[src/rtl/exc_capture.sv]
module exc_capture #(
  parameter int          DATA_W       = 32,
  parameter int          CAUSE_CNT    = 2,
  parameter int          CODE_LSB     = 2,
  parameter int          CODE_W       = 5,
  parameter int          SLOT_SHIFT   = 5,
  parameter int          PC_STEP      = 4,
  parameter logic [31:0] COMMON_ENTRY = 32'h8000_0180,
  parameter logic [31:0] VEC_BASE     = 32'hC000_0000
) (
  input  logic              clk,
  input  logic              rst_n,
  input  logic              epc_we,
  input  logic              cause_we,
  input  logic              cause_sel,
  input  logic [DATA_W-1:0] pc_in,
  input  logic              vec_mode,
  output logic [DATA_W-1:0] epc_out,
  output logic [DATA_W-1:0] cause_out,
  output logic [DATA_W-1:0] handler_addr
);

  localparam int SEL_W = (CAUSE_CNT > 1) ? $clog2(CAUSE_CNT) : 1;
  localparam logic [DATA_W-1:0] FIELD_MASK =
    {{(DATA_W-CODE_W){1'b0}}, {CODE_W{1'b1}}} << CODE_LSB;

  logic [DATA_W-1:0] epc_q, cause_q;
  logic [DATA_W-1:0] sel_wide;

  assign sel_wide = {{(DATA_W-SEL_W){1'b0}}, cause_sel};

  always_ff @(posedge clk or negedge rst_n) begin
    if (!rst_n) begin
      epc_q   <= '0;
      cause_q <= '0;
    end else begin
      if (epc_we)   epc_q   <= pc_in - DATA_W'(PC_STEP);
      if (cause_we) cause_q <= (sel_wide << CODE_LSB) & FIELD_MASK;
    end
  end

  assign epc_out      = epc_q;
  assign cause_out    = cause_q;
  assign handler_addr = vec_mode ? (DATA_W'(VEC_BASE) + (sel_wide << SLOT_SHIFT))
                                 : DATA_W'(COMMON_ENTRY);

  a_r2_epc_load: assert property (@(posedge clk) disable iff (!rst_n)
    epc_we |=> epc_out == $past(pc_in) - DATA_W'(PC_STEP));

  a_r3_epc_hold: assert property (@(posedge clk) disable iff (!rst_n)
    !epc_we |=> $stable(epc_out));

  a_r4_cause_load: assert property (@(posedge clk) disable iff (!rst_n)
    cause_we |=> cause_out[CODE_LSB +: CODE_W] == CODE_W'($past(cause_sel)));

  a_r4_cause_clean: assert property (@(posedge clk) disable iff (!rst_n)
    (cause_out & ~FIELD_MASK) == '0);

  a_r5_cause_hold: assert property (@(posedge clk) disable iff (!rst_n)
    !cause_we |=> $stable(cause_out));

  a_r6_common_entry: assert property (@(posedge clk) disable iff (!rst_n)
    !vec_mode |-> handler_addr == DATA_W'(COMMON_ENTRY));

  a_r7_vector_slot: assert property (@(posedge clk) disable iff (!rst_n)
    (vec_mode && cause_sel) |-> handler_addr - DATA_W'(VEC_BASE) == DATA_W'(1 << SLOT_SHIFT));

endmodule

[config.mk]
export PLATFORM = sky130hd
export DESIGN_NAME = exc_capture
export DESIGN_NICKNAME = d
export VERILOG_FILES = /design/src/rtl/exc_capture.sv
export SDC_FILE = /design/constraint.sdc
export NUM_CORES = 1
export LEC_CHECK = 0
export BUFFER_PORTS_ARGS = -buffer_cell sky130_fd_sc_hd__buf_2
export CORE_MARGIN = 4
export CORE_UTILIZATION = 40
export CTS_BUF_LIST = sky130_fd_sc_hd__clkbuf_16
export DETAILED_ROUTE_END_ITERATION = 8
export PLACE_DENSITY = 0.86
export SETUP_SLACK_MARGIN = 0.15
export SLEW_MARGIN = 20
export SYNTH_ARGS = -nofsm -noshare
export SYNTH_HDL_FRONTEND = slang
export SYNTH_SLANG_ARGS = --single-unit
export TNS_END_PERCENT = 10
[constraint.sdc]
create_clock -name clk -period 1.1 [get_ports clk]
set_clock_uncertainty 0.1 [all_clocks]
set_input_delay 0.11 -clock clk [delete_from_list [all_inputs] [get_ports clk]]
set_output_delay 0.11 -clock clk [all_outputs]
set_load 0.005 [all_outputs]
==> impl_metrics.ini <==
[timing]
max_freq_mhz = 561.3
min_period_ns = 1.782
final-hold-violation-count = 0
drv_slew = 0
rsz0062_at_grt = yes
setup_ws_ns = -0.6815
timing.hold.ws_ns = 0.002875
setup_viol = 25
min_period_over_period_pct = 162.0

[drt]
wl_mm = 6.373
drt_iter0_drc = 113
first_pass_iters = 5
drtAntennaViolNets = 0
drc = 0
via_per_inst = 4.834
vias = 2248
avgRoutedWirePerCell_um = 13.71

[logic_synthesis]
yosysSeqAreaShare_pct = 36.67
synth_top_family_by_area = buffers and inverters
synth_area_per_cell_um2 = 8.763
synth_area_um2 = 2252
ys_seq_elements = 33
synth_compound_area_share_pct = 13.39
ys_types = 37
synth_cells = 257
synthSimpleGateAreaFrac_pct = 21.17
synth_mux_area_share_pct = 2.000
yosysWarningCount = 0
synthAdderAreaFrac_pct = 0.5556
synth_xor_area_share_pct = 3.111

[final_layout]
area_growth_pct = 48.11
seqCellArea_um2 = 825.8
fillerInstances = 491
layoutNonFillerInstCount = 465
layout.nets = 431
drive_gt1_share_pct = 46.06
antenna_cells = 0
multiInputGateArea_um2 = 1295

[flow_run]
maxCapViolCount = 0

[clocking]
cts.path.max_buffers = 2
clkSinkCount = 33
path_clk_slew_ns = 0.05
clock_latency_ns = 0.27
h-tree-depth = 2
cts_buffers = 5
cts_tree = done
ctsHoldBuffers = 3
root_buffer = clkbuf_16

[power]
clockPowerShare_pct = 37.9
p_leak_nw = 1.563
combinationalPowerShare_pct = 22.0
power_frac_seq_pct = 40.1
p_int_w = 0.002533
power_density_nw_per_um2 = 1042
p_sw_share_pct = 27.16
p_sw_w = 0.0009445
vdd_drop_max_mv = 0.7131

[die]
ios = 134
fp.dieArea_um2 = 6895
fp.coreArea_um2 = 5473
initial_core_util_pct = 41.15
die_w_um = 83.04
die_h_um = 83.04
fp-row-count = 27

[place]
routabilityCongestion = 0.8160
numPortBuffers = 74
dpl.cell_count = 445
hpwl_mm = 4.810

[hold_path]
hold_depth = 2
hold_class = in2reg
holdPathEnd = cause_out[2]
hp-start = cause_sel

[global_route]
grt_pass1_wl_mm = 10.02
grt_usage_pct = 17.45
overflow = 0
grt_pass1_vias = 2257
antenna_found_initial = 0
grt_max_degree = 34

[setup_path]
r2r_start = epc_out[31]
slowest_stage = or4_4
r2r_setup_slack_ns = 0.17
setup.worst_path.start_class = primary input
crit_top_cell = or4_4
worstReg2RegEnd = epc_out[31]
cp.required_ns = 1.19
path_class = in2reg
rr_worst_depth = 1
arrival_ns = 1.88
crit_path_cell_trace = buf_8 > or4_4 > or4_4 > or4_1 > a31oi_1
cp_max_fo = 5
cpPeakStageDelay_ns = 0.54
endpoint_kind = flip-flop

[outcome]
violations = setup timing
status = finished, violations left
==> kinds of logic after synthesis <==
kind of cell	after synthesis
AOI/OAI and AO/OA	47
xor gates and xnor gates	8
adders and majority gates	1
buffers and inverters	75
DFF	33
muxes	4
other	2
and+or+nand+nor	87
==> stage by stage <==
step	utilization (%)	area (µm²)	TNS, ns	setup slack [ns]	total power [W]
after global placement	52.58	2878	-18.87	-0.9870	0.002061
after global routing	60.95	3336	-11.97	-0.7132	0.003672
after detailed placement	52.58	2878	-19.99	-1.049	0.002089
after CTS	60.06	3287	-10.08	-0.6612	0.003504
after floorplan	-	2499	-13.06	-0.9787	0.001824
final	60.95	3336	-10.39	-0.6815	0.003477
==> worst max-delay path, delay by kind of cell <==
| kind | cells | cell delay (ns) |
|---|---|---|
| buffers and inverters | 1 | 0.10 |
| AO/OA/AOI/OAI | 1 | 0.17 |
| AND/OR/NAND/NOR | 3 | 1.50 |
==> state kept, by name, summed over array words and instances (netlist names) <==
signal / cells
cause_out: 1
epc_out: 32
==> power by group through the flow <==
stage	Combinational (W)	Clock (W)	Sequential [W]
3_3_place_gp	0.000655	0	0.00141
5_1_grt	0.000846	0.00142	0.00141
6_report	0.000765	0.00132	0.00139
2_1_floorplan	0.000405	0	0.00142
4_1_cts	0.000750	0.00136	0.00139
3_5_place_dp	0.000678	0	0.00141
==> worst max path at each step <==
stage / startpoint / to / slack (ns) / cells past startpoint
after floorplan: pc_in[17] / epc_out[24] / -0.98 / 6
after global placement: pc_in[17] / epc_out[24] / -0.99 / 5
after detailed placement: pc_in[17] / epc_out[24] / -1.05 / 5
after CTS: pc_in[17] / epc_out[24] / -0.66 / 5
after global routing: pc_in[17] / epc_out[21] / -0.71 / 6
final: pc_in[17] / epc_out[24] / -0.68 / 5
==> cell usage in the layout, fill, tap and decap left out, drive strengths merged, types with 2 or more instances in the layout <==
cell type	netlist	final
nor4	5	5
dfrtp	33	33
a21oi	8	8
clkbuf	5	5
dlygate4sd3	0	2
nand2b	2	3
mux2	4	4
o41ai	2	2
nor2	30	30
conb	2	59
buf	66	138
nand3	2	2
or4	12	12
nor3	4	4
xnor2	7	7
inv	4	4
or2	2	2
clkinv	0	2
o21ai	6	6
o31ai	10	10
nand2	5	5
a31oi	18	18
nor3b	2	2
or3	13	13
nand4	4	4
==> synthesized netlist by cell type, drive strengths merged <==
| master | n | area share (%) |
|---|---|---|
| xor2 | 1 | 0.39 |
| inv | 4 | 0.67 |
| and2 | 1 | 0.28 |
| nor3 | 4 | 0.89 |
| a21oi | 8 | 1.8 |
| or4b | 1 | 0.44 |
| o31ai | 10 | 3.3 |
| o21ai | 6 | 1.3 |
| and4 | 1 | 0.39 |
| o211ai | 1 | 0.33 |
| nor3b | 2 | 0.67 |
| clkbuf | 5 | 0.89 |
| xnor2 | 7 | 2.7 |
| nor2 | 30 | 5.0 |
| or3b | 1 | 0.39 |
| or2 | 2 | 0.56 |
| nand2 | 5 | 0.83 |
| mux2 | 4 | 2.0 |
| nand3 | 2 | 0.44 |
| o41ai | 2 | 0.78 |
| conb | 2 | 0.33 |
| or3 | 13 | 3.6 |
| o311ai | 1 | 0.39 |
| or4 | 12 | 4.0 |
| and3 | 1 | 0.28 |
| nand2b | 2 | 0.56 |
| a221o | 1 | 0.44 |
| nor4 | 5 | 1.4 |
| nand4 | 4 | 1.1 |
| buf | 66 | 21 |
| nand3b | 1 | 0.33 |
| ha | 1 | 0.56 |
| dfrtp | 33 | 37 |
| a31oi | 18 | 5.0 |
==> cell type report <==
type                    instances  area share (%)
well taps                      72           2.701
repair buffers                141           28.77
clock inverters                 3          0.5251
flip-flops and latches         33           24.76
clock buffers                   5           3.751
multi-input cells             207           38.82
inverters                       4          0.6752
==> layer usage <==
layer	wire length, µm	track usage, %	vias up
met2	3469	33.31	93
met1	2415	19.00	1066
met3	404	3.869	10
met4	84	5.201	0
li1	-	-	1079
met5	0	0	-
==> timing repair <==
action	CTS	global route
endpoints found under the setup margin	60	61
pin swaps	22	11
hold endpoints to repair	35	1
setup buffers	7	1
resized for setup	39	10
cloned	1	0
(Power assumes the default switching activity.)
